--- src/rtl/pkreg_pkg.sv ---
package pkreg_pkg;
  localparam int DATA_W = 64;
  localparam int BYTES  = DATA_W / 8;
  localparam int ADDR_W = 32;
  localparam int OFF_W  = 12;
  localparam int LANE_W = $clog2(BYTES);
  localparam int BEAT_W = OFF_W - LANE_W;

  // beat indices within the window
  localparam logic [BEAT_W-1:0] BEAT_WIDE = BEAT_W'(0);
  localparam logic [BEAT_W-1:0] BEAT_PACK = BEAT_W'(1);
  localparam logic [BEAT_W-1:0] BEAT_RO   = BEAT_W'(2);

  // lane positions inside the packed beat
  localparam int MID_LANE  = 0;
  localparam int MID_BYTES = 4;
  localparam int HALF_LANE = 4;
  localparam int HALF_BYTES = 2;
  localparam int NIB_LANE  = 6;

  typedef struct packed {
    logic [ADDR_W-1:0] addr;
    logic              wr;
    logic [DATA_W-1:0] wdata;
    logic [BYTES-1:0]  mask;
  } req_t;
endpackage

--- src/rtl/pkreg_reqq.sv ---
module pkreg_reqq
  import pkreg_pkg::*;
#(
  parameter int DEPTH = 2
) (
  input  logic clk,
  input  logic rst_n,
  input  logic in_valid,
  output logic in_ready,
  input  req_t in_req,
  output logic out_valid,
  input  logic out_ready,
  output req_t out_req
);
  if (DEPTH == 0) begin : g_pass
    assign out_valid = in_valid;
    assign in_ready  = out_ready;
    assign out_req   = in_req;
  end else begin : g_fifo
    localparam int PW = (DEPTH > 1) ? $clog2(DEPTH) : 1;
    localparam int CW = $clog2(DEPTH + 1);
    localparam logic [PW-1:0] LAST = PW'(DEPTH - 1);

    req_t          slots [DEPTH];
    logic [PW-1:0] wr_ptr, rd_ptr;
    logic [CW-1:0] fill;
    logic          push, pop;

    assign in_ready  = (fill != CW'(DEPTH));
    assign out_valid = (fill != '0);
    assign out_req   = slots[rd_ptr];
    assign push      = in_valid && in_ready;
    assign pop       = out_valid && out_ready;

    always_ff @(posedge clk or negedge rst_n) begin
      if (!rst_n) begin
        wr_ptr <= '0;
        rd_ptr <= '0;
        fill   <= '0;
      end else begin
        if (push) wr_ptr <= (wr_ptr == LAST) ? '0 : wr_ptr + 1'b1;
        if (pop)  rd_ptr <= (rd_ptr == LAST) ? '0 : rd_ptr + 1'b1;
        if (push && !pop)      fill <= fill + 1'b1;
        else if (pop && !push) fill <= fill - 1'b1;
      end
    end

    always_ff @(posedge clk) begin
      if (push) slots[wr_ptr] <= in_req;
    end
  end
endmodule

--- src/rtl/pkreg_fields.sv ---
module pkreg_fields
  import pkreg_pkg::*;
#(
  parameter logic [ADDR_W-1:0] BASE     = 32'h1001_9000,
  parameter logic [ADDR_W-1:0] WIN_MASK = 32'h0000_0FFF,
  parameter logic [7:0]        RO_CONST = 8'hD5
) (
  input  logic              clk,
  input  logic              rst_n,
  input  logic              acc_en,
  input  req_t              acc,
  input  logic [7:0]        live_sts,
  output logic [DATA_W-1:0] rd_data,
  output logic              in_win
);
  logic [BEAT_W-1:0] beat;
  logic              wr_go;

  assign in_win = ((acc.addr & ~WIN_MASK) == BASE);
  assign beat   = acc.addr[OFF_W-1:LANE_W];
  assign wr_go  = acc_en && acc.wr && in_win;

  // full-width register, one byte lane per generated slice
  logic [7:0]        wide_b [BYTES];
  logic [DATA_W-1:0] wide_v;

  for (genvar b = 0; b < BYTES; b++) begin : g_wide
    always_ff @(posedge clk or negedge rst_n) begin
      if (!rst_n)
        wide_b[b] <= '0;
      else if (wr_go && beat == BEAT_WIDE && acc.mask[b])
        wide_b[b] <= acc.wdata[8*b +: 8];
    end
    assign wide_v[8*b +: 8] = wide_b[b];
  end

  // packed beat: 32-bit, 16-bit, then two nibbles sharing one lane
  logic [8*MID_BYTES-1:0]  mid_q;
  logic [8*HALF_BYTES-1:0] half_q;
  logic [3:0]              nib_lo_q, nib_hi_q;

  always_ff @(posedge clk or negedge rst_n) begin
    if (!rst_n) begin
      mid_q    <= '0;
      half_q   <= '0;
      nib_lo_q <= '0;
      nib_hi_q <= '0;
    end else if (wr_go && beat == BEAT_PACK) begin
      for (int b = 0; b < MID_BYTES; b++)
        if (acc.mask[MID_LANE+b])
          mid_q[8*b +: 8] <= acc.wdata[8*(MID_LANE+b) +: 8];
      for (int b = 0; b < HALF_BYTES; b++)
        if (acc.mask[HALF_LANE+b])
          half_q[8*b +: 8] <= acc.wdata[8*(HALF_LANE+b) +: 8];
      if (acc.mask[NIB_LANE]) begin
        nib_lo_q <= acc.wdata[8*NIB_LANE +: 4];
        nib_hi_q <= acc.wdata[8*NIB_LANE+4 +: 4];
      end
    end
  end

  always_comb begin
    rd_data = '0;
    if (in_win) begin
      case (beat)
        BEAT_WIDE: rd_data = wide_v;
        BEAT_PACK: begin
          rd_data[8*MID_LANE +: 8*MID_BYTES]   = mid_q;
          rd_data[8*HALF_LANE +: 8*HALF_BYTES] = half_q;
          rd_data[8*NIB_LANE +: 8]             = {nib_hi_q, nib_lo_q};
        end
        BEAT_RO: begin
          rd_data[7:0]  = RO_CONST;
          rd_data[15:8] = live_sts;
        end
        default: rd_data = '0;
      endcase
    end
  end
endmodule

--- src/rtl/pkreg_bank.sv ---
module pkreg_bank
  import pkreg_pkg::*;
#(
  parameter logic [ADDR_W-1:0] BASE     = 32'h1001_9000,
  parameter logic [ADDR_W-1:0] WIN_MASK = 32'h0000_0FFF,
  parameter int                QDEPTH   = 2,
  parameter logic [7:0]        RO_CONST = 8'hD5
) (
  input  logic              clk,
  input  logic              rst_n,
  input  logic              req_valid,
  output logic              req_ready,
  input  logic [ADDR_W-1:0] req_addr,
  input  logic              req_write,
  input  logic [DATA_W-1:0] req_wdata,
  input  logic [BYTES-1:0]  req_mask,
  output logic              rsp_valid,
  input  logic              rsp_ready,
  output logic [DATA_W-1:0] rsp_rdata,
  output logic              rsp_oow,
  input  logic [7:0]        live_sts
);
  req_t              in_req, head;
  logic              head_valid, head_ready, exec_go, win_hit;
  logic [DATA_W-1:0] beat_data;

  assign in_req = '{addr: req_addr, wr: req_write, wdata: req_wdata, mask: req_mask};

  pkreg_reqq #(.DEPTH(QDEPTH)) u_reqq (
    .clk      (clk),
    .rst_n    (rst_n),
    .in_valid (req_valid),
    .in_ready (req_ready),
    .in_req   (in_req),
    .out_valid(head_valid),
    .out_ready(head_ready),
    .out_req  (head)
  );

  // response slot frees when empty or being drained this edge
  assign head_ready = !rsp_valid || rsp_ready;
  assign exec_go    = head_valid && head_ready;

  pkreg_fields #(.BASE(BASE), .WIN_MASK(WIN_MASK), .RO_CONST(RO_CONST)) u_fields (
    .clk     (clk),
    .rst_n   (rst_n),
    .acc_en  (exec_go),
    .acc     (head),
    .live_sts(live_sts),
    .rd_data (beat_data),
    .in_win  (win_hit)
  );

  always_ff @(posedge clk or negedge rst_n) begin
    if (!rst_n) begin
      rsp_valid <= 1'b0;
      rsp_rdata <= '0;
      rsp_oow   <= 1'b0;
    end else if (exec_go) begin
      rsp_valid <= 1'b1;
      rsp_rdata <= head.wr ? '0 : beat_data;
      rsp_oow   <= !win_hit;
    end else if (rsp_ready) begin
      rsp_valid <= 1'b0;
    end
  end
endmodule

--- config.mk ---
export PLATFORM = sky130hd
export DESIGN_NAME = pkreg_bank
export DESIGN_NICKNAME = d
export VERILOG_FILES = /design/src/rtl/pkreg_pkg.sv /design/src/rtl/pkreg_reqq.sv /design/src/rtl/pkreg_fields.sv /design/src/rtl/pkreg_bank.sv
export SDC_FILE = /design/constraint.sdc
export NUM_CORES = 1
export LEC_CHECK = 0
export BUFFER_PORTS_ARGS = -buffer_cell sky130_fd_sc_hd__buf_2
export CORE_MARGIN = 2
export CORE_UTILIZATION = 40
export DETAILED_ROUTE_END_ITERATION = 8
export GPL_ROUTABILITY_DRIVEN = 0
export PLACE_DENSITY = 0.72
export SETUP_SLACK_MARGIN = 0.1
export SYNTH_ARGS = -nofsm -noshare
export SYNTH_HDL_FRONTEND = slang
export SYNTH_SLANG_ARGS = --single-unit
--- constraint.sdc ---
create_clock -name clk -period 5.75 [get_ports clk]
set_input_delay 0.2875 -clock clk [delete_from_list [all_inputs] [get_ports clk]]
set_output_delay 0.2875 -clock clk [all_outputs]
set_load 0.05 [all_outputs]
==> results of run 1 <==
## cell usage after synthesis, types with 3 or more instances
library cell,instances,area share
sky130_fd_sc_hd__edfxtp_1,204,0.40
sky130_fd_sc_hd__dfrtp_1,190,0.31
sky130_fd_sc_hd__mux2_2,175,0.13
sky130_fd_sc_hd__a221o_1,40,0.026
sky130_fd_sc_hd__and2_1,40,0.017
sky130_fd_sc_hd__nand2_1,22,0.0055
sky130_fd_sc_hd__a22o_1,21,0.012
sky130_fd_sc_hd__a22oi_1,15,0.0074
sky130_fd_sc_hd__nor2_1,14,0.0035
sky130_fd_sc_hd__o21ai_0,14,0.0046
sky130_fd_sc_hd__clkbuf_1,12,0.0030
sky130_fd_sc_hd__buf_2,11,0.0036
sky130_fd_sc_hd__mux2_1,10,0.0074
sky130_fd_sc_hd__nand4_4,8,0.011
sky130_fd_sc_hd__mux2i_1,7,0.0046
sky130_fd_sc_hd__nand4_2,7,0.0058
sky130_fd_sc_hd__buf_1,6,0.0015
sky130_fd_sc_hd__nor4_1,5,0.0021
sky130_fd_sc_hd__buf_6,4,0.0030
sky130_fd_sc_hd__a21oi_1,3,0.00099
sky130_fd_sc_hd__buf_4,3,0.0015
sky130_fd_sc_hd__inv_1,3,0.00074
sky130_fd_sc_hd__nand2b_1,3,0.0012
sky130_fd_sc_hd__nand3_1,3,0.00099
sky130_fd_sc_hd__nor3_1,3,0.00099
sky130_fd_sc_hd__nor4b_1,3,0.0017
sky130_fd_sc_hd__nor4b_2,3,0.0030
sky130_fd_sc_hd__o31ai_1,3,0.0015
sky130_fd_sc_hd__xnor2_1,3,0.0017
## worst max path at each step
stage,slack [ns],to
CTS,1.98,rsp_rdata[33]
global route,1.78,rsp_rdata[33]
floorplan,1.43,u_reqq.g_fifo.slots[0][0]
global placement,2.04,rsp_rdata[46]
detailed placement,2.01,rsp_rdata[50]
finish,2.10,rsp_rdata[33]
## kinds of logic after synthesis
group / after synthesis / synth area share
adder cells (fa/ha/maj): 1 / 0.000827
AO/OA/AOI/OAI: 104 / 0.0603
multiplexers: 192 / 0.142
buffers and inverters: 39 / 0.0133
AND/OR/NAND/NOR: 126 / 0.0610
flip-flops: 394 / 0.719
XOR/XNOR: 5 / 0.00290
## critical path: stages (launching register included)
cell and delay [ns]:
sky130_fd_sc_hd__dfrtp_4 0.74, sky130_fd_sc_hd__buf_4 0.76, sky130_fd_sc_hd__nand2_1 0.24, sky130_fd_sc_hd__o32ai_4 0.32, sky130_fd_sc_hd__buf_4 0.40, sky130_fd_sc_hd__nor4b_4 0.26, sky130_fd_sc_hd__buf_4 0.50, sky130_fd_sc_hd__a221o_1 0.26
## where the power goes
group | internal [mW] | switching [mW] | total, mW
registers | 3.39 | 0.146 | 3.54
clock network | 1.58 | 1.09 | 2.67
logic | 0.433 | 0.756 | 1.19
## layer usage
layer | wire length (um) | vias up | share of wire
li1 | - | 3941 | -
met1 | 14200 | 4395 | 0.42
met2 | 16600 | 225 | 0.50
met3 | 2130 | 44 | 0.063
met4 | 590 | 0 | 0.018
met5 | 0 | - | 0
## area by class of cell
| class | count | area, um2 |
|---|---|---|
| inverter | 3 | 11.3 |
| sequential | 394 | 10900 |
| multi-input combinational | 428 | 4090 |
| tap | 511 | 639 |
| timing repair buffer | 295 | 2040 |
| clock inverter | 19 | 164 |
| antenna | 1 | 2.50 |
| fill | 3129 | 18400 |
| clock buffer | 61 | 1220 |
## flip-flops by register name, indices dropped and copies added, names as in the netlist
signal                cells
rsp_oow                   1
rsp_valid                 1
u_reqq.g_fifo.slots     204
u_fields.half_q          16
u_reqq.g_fifo.fill        2
u_fields.nib_hi_q         4
u_reqq.g_fifo.wr_ptr      1
u_fields.nib_lo_q         4
u_fields.mid_q           32
u_reqq.g_fifo.rd_ptr      1
u_fields.wide_b          64
rsp_rdata                64
==> impl_results.html, run 1 <==
<table>
<tr><th>Metric</th><th>Value</th></tr>
<tr><th colspan="2">Status</th></tr>
<tr><td>Status</td><td>finished, final reports clean</td></tr>
<tr><th colspan="2">STA</th></tr>
<tr><td>Unrepaired setup endpoints after global routing</td><td>no</td></tr>
<tr><td>Maximum clock frequency</td><td>274 MHz</td></tr>
<tr><td>Post-route fraction of the period consumed by the critical path</td><td>0.635</td></tr>
<tr><td>Min cycle time layout</td><td>3.65 ns</td></tr>
<tr><td>Setup-failing EPs final</td><td>0</td></tr>
<tr><td>Hold Vio Cnt, Final</td><td>0</td></tr>
<tr><td>Number of slew-limit violations in the final report</td><td>0</td></tr>
<tr><td>Worst hold slack</td><td>0.0413 ns</td></tr>
<tr><td>Slew at the pin with the worst max-slew slack</td><td>1.10 ns</td></tr>
<tr><td>Worst slew slack as a fraction of its limit</td><td>0.262</td></tr>
<tr><td>Minimum setup slack in the final design</td><td>2.10 ns</td></tr>
<tr><td>Setup TNS</td><td>0 ns</td></tr>
<tr><td>Post-route clock skew</td><td>0.0215 ns</td></tr>
<tr><th colspan="2">Global route</th></tr>
<tr><td>Vias in the first global route</td><td>9300</td></tr>
<tr><td>Routing layer with the top usage in global route</td><td>met2</td></tr>
<tr><td>Maximum number of pins on one net before global-route repair</td><td>116</td></tr>
<tr><td>Antenna violations before repair</td><td>1</td></tr>
<tr><td>Fraction of met2 tracks used by global routing</td><td>0.293</td></tr>
<tr><td>First-pass GRT wire length</td><td>52.1 mm</td></tr>
<tr><td>Global router's overall resource usage</td><td>0.174</td></tr>
<tr><td>Global route total overflow</td><td>0</td></tr>
<tr><td>Met3 global-route usage</td><td>0.0509</td></tr>
<tr><td>Global-route track usage on met1</td><td>0.220</td></tr>
<tr><th colspan="2">Detailed routing</th></tr>
<tr><td>Drt first pass iters</td><td>4</td></tr>
<tr><td>Post-route DRC violation count</td><td>0</td></tr>
<tr><td>Average wire per cell in the routed design</td><td>19.6 um</td></tr>
<tr><td>Total via count in the routed design</td><td>8605</td></tr>
<tr><td>WL final</td><td>33.5 mm</td></tr>
<tr><td>Initial drt markers</td><td>391</td></tr>
<tr><td>Residual antenna-violating net count after detailed routing</td><td>0</td></tr>
<tr><td>Vias per inst</td><td>5.03</td></tr>
<tr><th colspan="2">Synthesis</th></tr>
<tr><td>Post-synthesis net count</td><td>979</td></tr>
<tr><td>Area of the mapped netlist</td><td>15100 um2</td></tr>
<tr><td>Primary flip-flop cell chosen by synthesis mapping</td><td>sky130_fd_sc_hd__edfxtp_1</td></tr>
<tr><td>Instance count of the mapped netlist</td><td>861</td></tr>
<tr><td>Number of distinct library cell variants in the gate-level netlist after synthesis</td><td>49</td></tr>
<tr><td>Post-synth ARST share</td><td>0.482</td></tr>
<tr><td>Synth Warn #</td><td>0</td></tr>
<tr><td>Sequential element share of the synthesized area</td><td>0.719</td></tr>
<tr><td>Post-Syn Area per Cell</td><td>17.6 um2</td></tr>
<tr><td>Number of storage elements in the synthesis netlist</td><td>394</td></tr>
<tr><td>Number of enable-type register cells in the synthesized netlist</td><td>204</td></tr>
<tr><th colspan="2">Final layout</th></tr>
<tr><td>Final core utilization</td><td>0.508</td></tr>
<tr><td>Post-layout instance count excluding filler cells</td><td>1712</td></tr>
<tr><td>Signed area change from the synthesized netlist to the final layout</td><td>26.0%</td></tr>
<tr><td>Cell area after layout</td><td>19100 um2</td></tr>
<tr><td>Layout cell share with drive strength beyond 1</td><td>0.384</td></tr>
<tr><td>Top library cells by usage in the layout, fill and taps aside</td><td>sky130_fd_sc_hd__edfxtp_1 (204), sky130_fd_sc_hd__dfrtp_1 (189), sky130_fd_sc_hd__buf_2 (179)</td></tr>
<tr><td>Nets@finish</td><td>1283</td></tr>
<tr><td>Most common cell after layout, fill and taps aside</td><td>sky130_fd_sc_hd__edfxtp_1</td></tr>
<tr><th colspan="2">Die</th></tr>
<tr><td>Initial standard-cell utilization of the core</td><td>0.403</td></tr>
<tr><td>Io pins</td><td>184</td></tr>
<tr><td>Vertical extent of the die</td><td>198 um</td></tr>
<tr><td>Chip width</td><td>198 um</td></tr>
<tr><td>Overall die area</td><td>39400 um2</td></tr>
<tr><td>Count of standard-cell rows</td><td>71</td></tr>
<tr><td>Core footprint</td><td>37500 um2</td></tr>
<tr><th colspan="2">Hold path</th></tr>
<tr><td>Hold/Removal Path Class</td><td>primary input to flip-flop</td></tr>
<tr><td>Hold-critical path depth</td><td>3</td></tr>
<tr><td>Sink of the worst hold path</td><td>rsp_rdata[8]</td></tr>
<tr><td>Startpoint of the worst hold path</td><td>live_sts[0]</td></tr>
<tr><th colspan="2">Clock network</th></tr>
<tr><td>Clock latency reported for the late side of the worst-skew pair</td><td>0.56 ns</td></tr>
<tr><td>Quantity of hold-fixing buffers added after cts</td><td>103</td></tr>
<tr><td>Clock transition time at the flip-flop clock pins of the worst setup and hold paths</td><td>0.06 ns</td></tr>
<tr><td>CTS-repair resized insts</td><td>0</td></tr>
<tr><td>Post-CTS setup buffers</td><td>0</td></tr>
<tr><td>CTS Root Buffer Type</td><td>sky130_fd_sc_hd__clkbuf_16</td></tr>
<tr><td>Number of buffers between clock root and the deepest sink</td><td>3</td></tr>
<tr><td>Clock tree from TritonCTS</td><td>built</td></tr>
<tr><td>Total number of clock tree sinks</td><td>394</td></tr>
<tr><td>Level count of the clock H-tree</td><td>2</td></tr>
<tr><td>Number of buffers added by the clock tree synthesis step</td><td>43</td></tr>
<tr><th colspan="2">Placement</th></tr>
<tr><td>Setup Slack @ Placement</td><td>2.01 ns</td></tr>
<tr><td>Placed inst area</td><td>16600 um2</td></tr>
<tr><td>Number of cells in the design after placement</td><td>1528</td></tr>
<tr><td>Port Buffer Count</td><td>180</td></tr>
<tr><td>DP HPWL</td><td>19.7 mm</td></tr>
<tr><th colspan="2">Power and ir drop</th></tr>
<tr><td>Final Power</td><td>7.40 mW</td></tr>
<tr><td>Maximum vdd drop</td><td>0.000257 V</td></tr>
<tr><td>Power per cell area</td><td>388 nW/um2</td></tr>
<tr><td>Static Leakage</td><td>8.25 nW</td></tr>
<tr><th colspan="2">Setup path</th></tr>
<tr><td>Critical Path End Type</td><td>flip-flop</td></tr>
<tr><td>CP arrival</td><td>4.13 ns</td></tr>
<tr><td>Required time at the endpoint of the critical path</td><td>6.23 ns</td></tr>
<tr><td>Length in cells of the worst reg-to-reg path</td><td>7</td></tr>
<tr><td>Reg2Reg Capture Point</td><td>rsp_rdata[33]</td></tr>
<tr><td>Reg2reg setup slack</td><td>2.10 ns</td></tr>
<tr><td>Worst setup SP type</td><td>flip-flop</td></tr>
<tr><td>CP startpoint</td><td>u_reqq.g_fifo.rd_ptr</td></tr>
<tr><td>Biggest fanout along the worst timing path</td><td>57</td></tr>
<tr><td>RR Startpoint</td><td>u_reqq.g_fifo.rd_ptr</td></tr>
<tr><td>Worst Path Class, Setup</td><td>flip-flop to flip-flop</td></tr>
<tr><th colspan="2">Run</th></tr>
<tr><td>Number of violations of the max-capacitance limit</td><td>0</td></tr>
</table>
No activity file was read; power rests on OpenSTA's default activity.
==> inputs of run 2 (changes only) <==
Settings changed: ABC_AREA set to 1.
Clock period 5.75 ns to 3.1 ns, I/O delays scaled along.
==> impl_results.html, run 2 <==
<table>
<tr><th>Metric</th><th>Value</th></tr>
<tr><th colspan="2">Status</th></tr>
<tr><td>Status</td><td>finished, final reports clean</td></tr>
<tr><th colspan="2">Synthesis</th></tr>
<tr><td>Sequential element share of the synthesized area</td><td>0.699 (-0.0207)</td></tr>
<tr><td>Top-area cell type share of the netlist area</td><td>0.393 (-0.0116)</td></tr>
<tr><td>Instance count of the mapped netlist</td><td>1493 (+73%)</td></tr>
<tr><td>Synth Warn #</td><td>0 (unchanged)</td></tr>
<tr><td>Synth area leaders</td><td>sky130_fd_sc_hd__edfxtp_1 (39%), sky130_fd_sc_hd__dfrtp_1 (31%), sky130_fd_sc_hd__nand2_1 (17%)</td></tr>
<tr><td>Number of enable-type register cells in the synthesized netlist</td><td>204 (unchanged)</td></tr>
<tr><td>Post-synth ARST share</td><td>0.482 (unchanged)</td></tr>
<tr><td>Library cell with the highest instance count after synthesis</td><td>sky130_fd_sc_hd__nand2_1</td></tr>
<tr><td>Primary flip-flop cell chosen by synthesis mapping</td><td>sky130_fd_sc_hd__edfxtp_1</td></tr>
<tr><td>Number of storage elements in the synthesis netlist</td><td>394 (unchanged)</td></tr>
<tr><td>Post-Syn Area per Cell</td><td>10.4 um2 (-41%)</td></tr>
<tr><td>Synth cell count leaders</td><td>sky130_fd_sc_hd__nand2_1 (686), sky130_fd_sc_hd__nand3_1 (235), sky130_fd_sc_hd__edfxtp_1 (204), sky130_fd_sc_hd__dfrtp_1 (190), sky130_fd_sc_hd__nor2_1 (49)</td></tr>
<tr><td>Post-synthesis net count</td><td>1611 (+65%)</td></tr>
<tr><td>Area of the mapped netlist</td><td>15600 um2 (+3.0%)</td></tr>
<tr><td>Number of distinct library cell variants in the gate-level netlist after synthesis</td><td>28 (-43%)</td></tr>
<tr><td>Yosys top cell by area</td><td>sky130_fd_sc_hd__edfxtp_1</td></tr>
<tr><th colspan="2">Clock network</th></tr>
<tr><td>Number of buffers between clock root and the deepest sink</td><td>3 (unchanged)</td></tr>
<tr><td>Total number of clock tree sinks</td><td>394 (unchanged)</td></tr>
<tr><td>CTS Root Buffer Type</td><td>sky130_fd_sc_hd__clkbuf_16</td></tr>
<tr><td>Clock tree from TritonCTS</td><td>built</td></tr>
<tr><td>CTS-repair resized insts</td><td>0 (unchanged)</td></tr>
<tr><td>Clock transition time at the flip-flop clock pins of the worst setup and hold paths</td><td>0.06 ns (about the same)</td></tr>
<tr><td>Number of buffers added by the clock tree synthesis step</td><td>42 (-2.3%)</td></tr>
<tr><td>Level count of the clock H-tree</td><td>2 (unchanged)</td></tr>
<tr><td>Clock latency reported for the late side of the worst-skew pair</td><td>0.55 ns (about the same)</td></tr>
<tr><th colspan="2">Global route</th></tr>
<tr><td>First-pass GRT wire length</td><td>60.6 mm (+16%)</td></tr>
<tr><td>Maximum number of pins on one net before global-route repair</td><td>104 (-10%)</td></tr>
<tr><td>Global router's overall resource usage</td><td>0.190 (+0.0156)</td></tr>
<tr><td>Vias in the first global route</td><td>11500 (+24%)</td></tr>
<tr><td>Global route total overflow</td><td>0 (unchanged)</td></tr>
<tr><td>Antenna violations before repair</td><td>5 (+4)</td></tr>
<tr><th colspan="2">Die</th></tr>
<tr><td>Initial standard-cell utilization of the core</td><td>0.404 (+0.000436)</td></tr>
<tr><td>Vertical extent of the die</td><td>201 um (+1.4%)</td></tr>
<tr><td>Overall die area</td><td>40500 um2 (+2.9%)</td></tr>
<tr><td>Core footprint</td><td>38600 um2 (+2.9%)</td></tr>
<tr><td>Count of standard-cell rows</td><td>72 (+1.4%)</td></tr>
<tr><td>Chip width</td><td>201 um (+1.4%)</td></tr>
<tr><td>Io pins</td><td>184 (unchanged)</td></tr>
<tr><th colspan="2">Power and ir drop</th></tr>
<tr><td>Power per cell area</td><td>721 nW/um2 (+86%)</td></tr>
<tr><td>Maximum vdd drop</td><td>0.000452 V (+76%)</td></tr>
<tr><td>Static Leakage</td><td>9.32 nW (+13%)</td></tr>
<tr><th colspan="2">Detailed routing</th></tr>
<tr><td>Residual antenna-violating net count after detailed routing</td><td>0 (unchanged)</td></tr>
<tr><td>Average wire per cell in the routed design</td><td>16.1 um (-18%)</td></tr>
<tr><td>Initial drt markers</td><td>644 (+65%)</td></tr>
<tr><td>Vias per inst</td><td>4.85 (-3.6%)</td></tr>
<tr><td>Post-route DRC violation count</td><td>0 (unchanged)</td></tr>
<tr><td>Total via count in the routed design</td><td>11400 (+32%)</td></tr>
<tr><td>WL final</td><td>37.9 mm (+13%)</td></tr>
<tr><td>Drt first pass iters</td><td>5 (+1)</td></tr>
<tr><th colspan="2">Placement</th></tr>
<tr><td>Port Buffer Count</td><td>180 (unchanged)</td></tr>
<tr><td>DP HPWL</td><td>23.1 mm (+18%)</td></tr>
<tr><td>Placed inst area</td><td>17100 um2 (+2.7%)</td></tr>
<tr><th colspan="2">Final layout</th></tr>
<tr><td>Seq. cell area</td><td>10900 um2 (unchanged)</td></tr>
<tr><td>Register with the most flip-flops</td><td>u_reqq.g_fifo.slots</td></tr>
<tr><td>Top flop regs</td><td>u_reqq.g_fifo.slots: 204 flops, rsp_rdata: 64 flops, u_fields.wide_b: 64 flops</td></tr>
<tr><td>Cell area after layout</td><td>19600 um2 (+3.0%)</td></tr>
<tr><td>Top library cells by usage in the layout, fill and taps aside</td><td>sky130_fd_sc_hd__nand2_1 (686), sky130_fd_sc_hd__nand3_1 (235), sky130_fd_sc_hd__edfxtp_1 (204)</td></tr>
<tr><td>Filler instances</td><td>3441 (+10%)</td></tr>
<tr><td>Most common cell after layout, fill and taps aside</td><td>sky130_fd_sc_hd__nand2_1</td></tr>
<tr><td>Layout cell share with drive strength beyond 1</td><td>0.158 (-0.226)</td></tr>
<tr><td>Area of the multi-input gates</td><td>4260 um2 (+4.0%)</td></tr>
<tr><td>Max FFs per register</td><td>204 (unchanged)</td></tr>
<tr><td>Signed area change from the synthesized netlist to the final layout</td><td>26.1% (about the same)</td></tr>
<tr><td>Nets@finish</td><td>1916 (+49%)</td></tr>
<tr><th colspan="2">STA</th></tr>
<tr><td>Min cycle time layout</td><td>2.75 ns (-0.897 ns)</td></tr>
<tr><td>Unrepaired setup endpoints after global routing</td><td>no</td></tr>
<tr><td>Setup TNS</td><td>0 ns (unchanged)</td></tr>
<tr><td>Post-route clock skew</td><td>0.0154 ns (-0.00611 ns)</td></tr>
<tr><td>Worst slew slack as a fraction of its limit</td><td>0.490 (+0.228)</td></tr>
<tr><td>Hold Vio Cnt, Final</td><td>0 (unchanged)</td></tr>
<tr><td>Slew at the pin with the worst max-slew slack</td><td>0.765 ns (-0.340 ns)</td></tr>
<tr><td>Maximum clock frequency</td><td>363 MHz (+33%)</td></tr>
<tr><td>Number of slew-limit violations in the final report</td><td>0 (unchanged)</td></tr>
<tr><td>Setup-failing EPs final</td><td>0 (unchanged)</td></tr>
<tr><td>Post-route fraction of the period consumed by the critical path</td><td>0.888 (+0.253)</td></tr>
<tr><th colspan="2">Hold path</th></tr>
<tr><td>Startpoint of the worst hold path</td><td>req_valid</td></tr>
<tr><td>Hold-critical path depth</td><td>5 (+2)</td></tr>
<tr><td>Hold/Removal Path Class</td><td>primary input to flip-flop</td></tr>
<tr><td>Sink of the worst hold path</td><td>u_reqq.g_fifo.wr_ptr</td></tr>
<tr><th colspan="2">Setup path</th></tr>
<tr><td>CP arrival</td><td>3.24 ns (-0.89 ns)</td></tr>
<tr><td>CP startpoint</td><td>u_reqq.g_fifo.rd_ptr</td></tr>
<tr><td>Biggest fanout along the worst timing path</td><td>48 (-16%)</td></tr>
<tr><td>Worst setup SP type</td><td>flip-flop</td></tr>
<tr><td>RR Startpoint</td><td>u_reqq.g_fifo.rd_ptr</td></tr>
<tr><td>Critical Path End Type</td><td>flip-flop</td></tr>
<tr><td>Reg2Reg Capture Point</td><td>u_fields.wide_b[4]</td></tr>
<tr><td>Length in cells of the worst reg-to-reg path</td><td>10 (+3)</td></tr>
<tr><td>Worst Path Class, Setup</td><td>flip-flop to flip-flop</td></tr>
<tr><td>Reg2reg setup slack</td><td>0.35 ns (-1.75 ns)</td></tr>
<tr><td>Required time at the endpoint of the critical path</td><td>3.59 ns (-2.64 ns)</td></tr>
<tr><th colspan="2">Run</th></tr>
<tr><td>Number of violations of the max-capacitance limit</td><td>0 (unchanged)</td></tr>
</table>
-- run 2: changes by cell type after synthesis, sizes merged, moves of 40 or more --
cell | before | now
nand2 | 22 | 689
a221o | 40 | 0
mux2 | 185 | 0
nand3 | 3 | 235
nor2 | 15 | 56
and2 | 40 | 0
-- run 2: kinds of logic after synthesis --
kind of cell / count (synthesis) / synth area share
XOR/XNOR: 3 / 0.00169
buffers and inverters: 92 / 0.0309
AO/OA/AOI/OAI: 10 / 0.00418
AND/OR/NAND/NOR: 993 / 0.264
adder cells (fa/ha/maj): 1 / 0.000803
flip-flops: 394 / 0.699
-- run 2: metal layers --
| metal | routed length, um | global-route usage | vias to the layer above | share of wire |
|---|---|---|---|---|
| li1 | - | - | 5547 | - |
| met5 | 41 | 0 | - | 0.0011 |
| met3 | 1920 | 0.0339 | 90 | 0.051 |
| met1 | 16000 | 0.236 | 5442 | 0.42 |
| met4 | 1170 | 0.0735 | 6 | 0.031 |
| met2 | 18800 | 0.330 | 307 | 0.50 |
-- run 2: worst max-delay path: stages, from the launching register on --
cell and delay, ns:
sky130_fd_sc_hd__dfrtp_4 0.63, sky130_fd_sc_hd__inv_2 0.25, sky130_fd_sc_hd__or2_1 0.28, sky130_fd_sc_hd__o21ai_2 0.12, sky130_fd_sc_hd__nand2_2 0.13, sky130_fd_sc_hd__inv_2 0.24
sky130_fd_sc_hd__nand2_4 0.13, sky130_fd_sc_hd__nor2_4 0.13, sky130_fd_sc_hd__buf_4 0.49, sky130_fd_sc_hd__nand3_1 0.16, sky130_fd_sc_hd__nand2_1 0.11
-- run 2: timing repair --
| item | CTS | global route |
|---|---|---|
| hold buffers | 112 | 0 |
| setup endpoints to repair | 0 | 64 |
| setup buffers | 0 | 2 |
| endpoints found under the hold margin | 296 | 0 |
-- run 2: area by class of cell --
cell class / instances / share of cell area
diodes: 2 / 0.000255
clock buffers: 60 / 0.0612
clock inverters: 17 / 0.00981
inverters: 31 / 0.00593
multi-input cells: 1007 / 0.217
flip-flops and latches: 394 / 0.554
well taps: 518 / 0.0330
repair buffers: 322 / 0.119
-- run 2: worst max path at each step --
stage / to / slack, ns
after floorplan: u_reqq.g_fifo.slots[1][0] / -1.01
after global placement: u_fields.wide_b[39] / 0.25
after detailed placement: u_fields.wide_b[36] / 0.16
after CTS: u_fields.wide_b[36] / 0.14
after global routing: u_fields.wide_b[26] / 0.10
final: u_fields.wide_b[4] / 0.35
-- run 2: where the power goes --
part           internal (mW)  total, mW  switching (mW)  leakage [nW]
clock                   3.04       5.04            2.01         0.679
sequential              6.28       6.53           0.242          4.53
combinational          0.658       2.58            1.92          4.11
-- run 2: per-stage QoR --
stage	utilization	hold slack (ns)	cells	worst slack, ns	power, mW
2_1_floorplan	-	-0.141	1493	-1.01	8.25
3_3_place_gp	0.443	0.259	2158	0.254	9.04
3_5_place_dp	0.443	0.269	2158	0.163	9.12
4_1_cts	0.508	0.0571	2347	0.138	14.3
5_1_grt	0.509	0.127	2350	0.100	14.9
6_report	0.509	0.0781	2351	0.349	14.1
==> inputs of run 3 (changes only) <==
Settings changed: PLACE_DENSITY 0.72 to 0.69.
Clock period 3.1 ns to 2.96 ns, I/O delays scaled along.
==> impl_results.html, run 3 (same netlist as run 2, synthesis figures left out) <==
<table>
<tr><th>Metric</th><th>Value</th></tr>
<tr><th colspan="2">Setup path</th></tr>
<tr><td>Worst Path Class, Setup</td><td>flip-flop to flip-flop</td></tr>
<tr><td>Required time at the endpoint of the critical path</td><td>3.44 ns (-0.15 ns)</td></tr>
<tr><td>Delay contributed by the slowest stage of the critical path</td><td>0.61 ns (-0.02 ns)</td></tr>
<tr><td>Cell-by-cell listing of the critical path</td><td>inv_2 &gt; nand2_1 &gt; nand2_1 &gt; inv_1 &gt; nor2_4 &gt; nand2_2 &gt; nor2_4 &gt; buf_4 &gt; nand3_1 &gt; nand3_1</td></tr>
<tr><td>Critical Path End Type</td><td>flip-flop</td></tr>
<tr><td>Reg2Reg Capture Point</td><td>rsp_rdata[30]</td></tr>
<tr><td>CP arrival</td><td>3.15 ns (-0.09 ns)</td></tr>
<tr><td>Reg2reg setup slack</td><td>0.29 ns (-0.06 ns)</td></tr>
<tr><td>Slowest cell on crit path</td><td>sky130_fd_sc_hd__dfrtp_4</td></tr>
<tr><td>Worst setup SP type</td><td>flip-flop</td></tr>
<tr><td>Biggest fanout along the worst timing path</td><td>26 (-46%)</td></tr>
<tr><td>Length in cells of the worst reg-to-reg path</td><td>10 (unchanged)</td></tr>
<tr><td>RR Startpoint</td><td>u_reqq.g_fifo.rd_ptr</td></tr>
<tr><th colspan="2">Final layout</th></tr>
<tr><td>Most common cell after layout, fill and taps aside</td><td>sky130_fd_sc_hd__nand2_1</td></tr>
<tr><td>Nets@finish</td><td>1918 (+0.10%)</td></tr>
<tr><td>Signed area change from the synthesized netlist to the final layout</td><td>27.0%</td></tr>
<tr><td>Post-layout instance count excluding filler cells</td><td>2353 (+0.085%)</td></tr>
<tr><td>Register with the most flip-flops</td><td>u_reqq.g_fifo.slots</td></tr>
<tr><td>Max FFs per register</td><td>204 (unchanged)</td></tr>
<tr><td>Top flop regs</td><td>u_reqq.g_fifo.slots: 204 flops, rsp_rdata: 64 flops, u_fields.wide_b: 64 flops</td></tr>
<tr><td>Layout cell share with drive strength beyond 1</td><td>0.162 (+0.00365)</td></tr>
<tr><td>Top library cells by usage in the layout, fill and taps aside</td><td>sky130_fd_sc_hd__nand2_1 (685), sky130_fd_sc_hd__nand3_1 (235), sky130_fd_sc_hd__edfxtp_1 (204)</td></tr>
<tr><th colspan="2">Detailed routing</th></tr>
<tr><td>Post-route DRC violation count</td><td>0 (unchanged)</td></tr>
<tr><td>Residual antenna-violating net count after detailed routing</td><td>0 (unchanged)</td></tr>
<tr><td>Vias per inst</td><td>4.83 (-0.29%)</td></tr>
<tr><td>Total via count in the routed design</td><td>11400 (-0.20%)</td></tr>
<tr><td>Average wire per cell in the routed design</td><td>16.3 um (+1.1%)</td></tr>
<tr><td>Initial drt markers</td><td>860 (+34%)</td></tr>
<tr><td>WL final</td><td>38.4 mm (+1.2%)</td></tr>
<tr><td>Drt first pass iters</td><td>5 (unchanged)</td></tr>
<tr><th colspan="2">Global route</th></tr>
<tr><td>Global route total overflow</td><td>0 (unchanged)</td></tr>
<tr><td>Antenna violations before repair</td><td>3 (-2)</td></tr>
<tr><td>Vias in the first global route</td><td>11600 (+0.93%)</td></tr>
<tr><td>Global router's overall resource usage</td><td>0.192 (+0.00238)</td></tr>
<tr><td>First-pass GRT wire length</td><td>61.6 mm (+1.7%)</td></tr>
<tr><td>Maximum number of pins on one net before global-route repair</td><td>104 (unchanged)</td></tr>
<tr><th colspan="2">STA</th></tr>
<tr><td>Post-route clock skew</td><td>0.0244 ns (+0.00904 ns)</td></tr>
<tr><td>Slew at the pin with the worst max-slew slack</td><td>0.766 ns (+0.000900 ns)</td></tr>
<tr><td>Min cycle time layout</td><td>2.67 ns (-0.0795 ns)</td></tr>
<tr><td>Setup-failing EPs final</td><td>0 (unchanged)</td></tr>
<tr><td>Maximum clock frequency</td><td>374 MHz (+3.0%)</td></tr>
<tr><td>Post-route fraction of the period consumed by the critical path</td><td>0.903 (+0.0151)</td></tr>
<tr><td>Unrepaired setup endpoints after global routing</td><td>no</td></tr>
<tr><td>Hold Vio Cnt, Final</td><td>0 (unchanged)</td></tr>
<tr><td>Setup TNS</td><td>0 ns (unchanged)</td></tr>
<tr><td>Number of slew-limit violations in the final report</td><td>0 (unchanged)</td></tr>
<tr><td>Worst slew slack as a fraction of its limit</td><td>0.489 (-0.000600)</td></tr>
<tr><th colspan="2">Power and ir drop</th></tr>
<tr><td>Share of total power in sequential cells</td><td>0.449 (-0.012)</td></tr>
<tr><td>Fraction of power consumed by combinational cells</td><td>0.181 (about the same)</td></tr>
<tr><td>Net switching power of the design</td><td>4.46 mW (+6.9%)</td></tr>
<tr><td>Power per cell area</td><td>770 nW/um2 (+6.8%)</td></tr>
<tr><td>Internal power</td><td>10.8 mW (+7.9%)</td></tr>
<tr><td>Fraction of power consumed by the clock network</td><td>0.370 (+0.013)</td></tr>
<tr><td>Maximum vdd drop</td><td>0.000775 V (+71%)</td></tr>
<tr><td>Static Leakage</td><td>9.38 nW (+0.66%)</td></tr>
<tr><td>Net Sw Frac</td><td>0.293 (-0.00205)</td></tr>
<tr><th colspan="2">Die</th></tr>
<tr><td>Count of standard-cell rows</td><td>72 (unchanged)</td></tr>
<tr><td>Initial standard-cell utilization of the core</td><td>0.404 (unchanged)</td></tr>
<tr><td>Overall die area</td><td>40500 um2 (unchanged)</td></tr>
<tr><td>Chip width</td><td>201 um (unchanged)</td></tr>
<tr><td>Vertical extent of the die</td><td>201 um (unchanged)</td></tr>
<tr><td>Io pins</td><td>184 (unchanged)</td></tr>
<tr><td>Core footprint</td><td>38600 um2 (unchanged)</td></tr>
<tr><th colspan="2">Clock network</th></tr>
<tr><td>Total number of clock tree sinks</td><td>394 (unchanged)</td></tr>
<tr><td>CTS Root Buffer Type</td><td>sky130_fd_sc_hd__clkbuf_16</td></tr>
<tr><td>Level count of the clock H-tree</td><td>2 (unchanged)</td></tr>
<tr><td>CTS-repair resized insts</td><td>0 (unchanged)</td></tr>
<tr><td>Number of buffers between clock root and the deepest sink</td><td>3 (unchanged)</td></tr>
<tr><td>Clock latency reported for the late side of the worst-skew pair</td><td>0.56 ns (about the same)</td></tr>
<tr><td>Clock tree from TritonCTS</td><td>built</td></tr>
<tr><td>Clock transition time at the flip-flop clock pins of the worst setup and hold paths</td><td>0.06 ns (about the same)</td></tr>
<tr><td>Number of buffers added by the clock tree synthesis step</td><td>42 (unchanged)</td></tr>
<tr><th colspan="2">Run</th></tr>
<tr><td>Number of violations of the max-capacitance limit</td><td>0 (unchanged)</td></tr>
<tr><th colspan="2">Status</th></tr>
<tr><td>Status</td><td>finished, final reports clean</td></tr>
<tr><th colspan="2">Placement</th></tr>
<tr><td>Number of cells in the design after placement</td><td>2160 (+0.093%)</td></tr>
<tr><td>Port Buffer Count</td><td>180 (unchanged)</td></tr>
<tr><td>DP HPWL</td><td>23.5 mm (+1.3%)</td></tr>
<tr><th colspan="2">Hold path</th></tr>
<tr><td>Hold/Removal Path Class</td><td>primary input to flip-flop</td></tr>
<tr><td>Hold-critical path depth</td><td>5 (unchanged)</td></tr>
<tr><td>Sink of the worst hold path</td><td>u_reqq.g_fifo.wr_ptr</td></tr>
<tr><td>Startpoint of the worst hold path</td><td>req_valid</td></tr>
</table>
[run 3: cell types whose count changed in the layout (fill, tap and decap cells not counted)]
cell and delta:
sky130_fd_sc_hd__clkbuf_1 -3, sky130_fd_sc_hd__bufinv_16 +3, sky130_fd_sc_hd__clkbuf_8 +2, sky130_fd_sc_hd__nand2_2 +1, sky130_fd_sc_hd__buf_12 +2, sky130_fd_sc_hd__clkinvlp_4 +1, sky130_fd_sc_hd__clkinv_2 -2, sky130_fd_sc_hd__clkinv_1 -1
sky130_fd_sc_hd__nand2_1 -1
[run 3: critical path, delay by kind of cell (launching register included)]
kind,cells,cell delay [ns]
buffers and inverters,3,0.78
DFF,1,0.61
and+or+nand+nor,7,1.18
[run 3: what timing repair did]
| action | CTS | global route |
|---|---|---|
| hold buffers | 112 | 0 |
| hold endpoints to repair | 296 | 0 |
| endpoints found under the setup margin | 20 | 0 |
| setup buffers | 2 | 0 |
[run 3: final cells by class]
cell class	count	area, um2
Inverter	31	116
Timing Repair Buffer	324	2370
Clock inverter	18	277
Fill cell	3461	18800
Sequential cell	394	10900
Antenna cell	2	5.00
Clock buffer	59	1220
Multi-Input combinational cell	1007	4260
Tap cell	518	648
[run 3: stage by stage]
| stage | cell area [um2] | power [mW] | worst slack, ns | util | hold slack (ns) |
|---|---|---|---|---|---|
| CTS | 19800 | 15.3 | 0.291 | 0.513 | 0.0844 |
| global placement | 17100 | 9.51 | 0.192 | 0.444 | 0.254 |
| finish | 19800 | 15.2 | 0.288 | 0.513 | 0.102 |
| floorplan | 15600 | 8.63 | 0.104 | - | -0.148 |
| detailed placement | 17100 | 9.57 | 0.0549 | 0.444 | 0.257 |
| global route | 19800 | 16.0 | 0.128 | 0.513 | 0.158 |
[run 3: metal layers]
layer  global-route usage  up-vias  wire [um]  part of all wire
li1                     -     5536          -                 -
met1                0.250     5428      16700              0.44
met2                0.324      329      18600              0.48
met3               0.0407       74       2070             0.054
met4               0.0604        2        996             0.026
met5                    0        -         13           0.00034
[run 3: worst max-delay path by stage]
stage,startpoint,to,depth (start not counted)
2_1_floorplan,u_reqq.g_fifo.fill[0],u_reqq.g_fifo.slots[1][0],4
3_3_place_gp,u_reqq.g_fifo.rd_ptr,u_fields.wide_b[8],10
3_5_place_dp,u_reqq.g_fifo.rd_ptr,u_fields.wide_b[46],10
4_1_cts,u_reqq.g_fifo.rd_ptr,rsp_rdata[30],10
5_1_grt,u_reqq.g_fifo.rd_ptr,rsp_rdata[13],12
6_report,u_reqq.g_fifo.rd_ptr,rsp_rdata[30],10
[run 3: power by group through the flow]
stage,sequential [mW],combinational (mW),clock [mW]
after global routing,6.89,3.09,6.00
final,6.84,2.75,5.64
after detailed placement,6.93,2.64,0
after floorplan,6.88,1.75,0
after CTS,6.83,2.77,5.74
after global placement,6.91,2.60,0
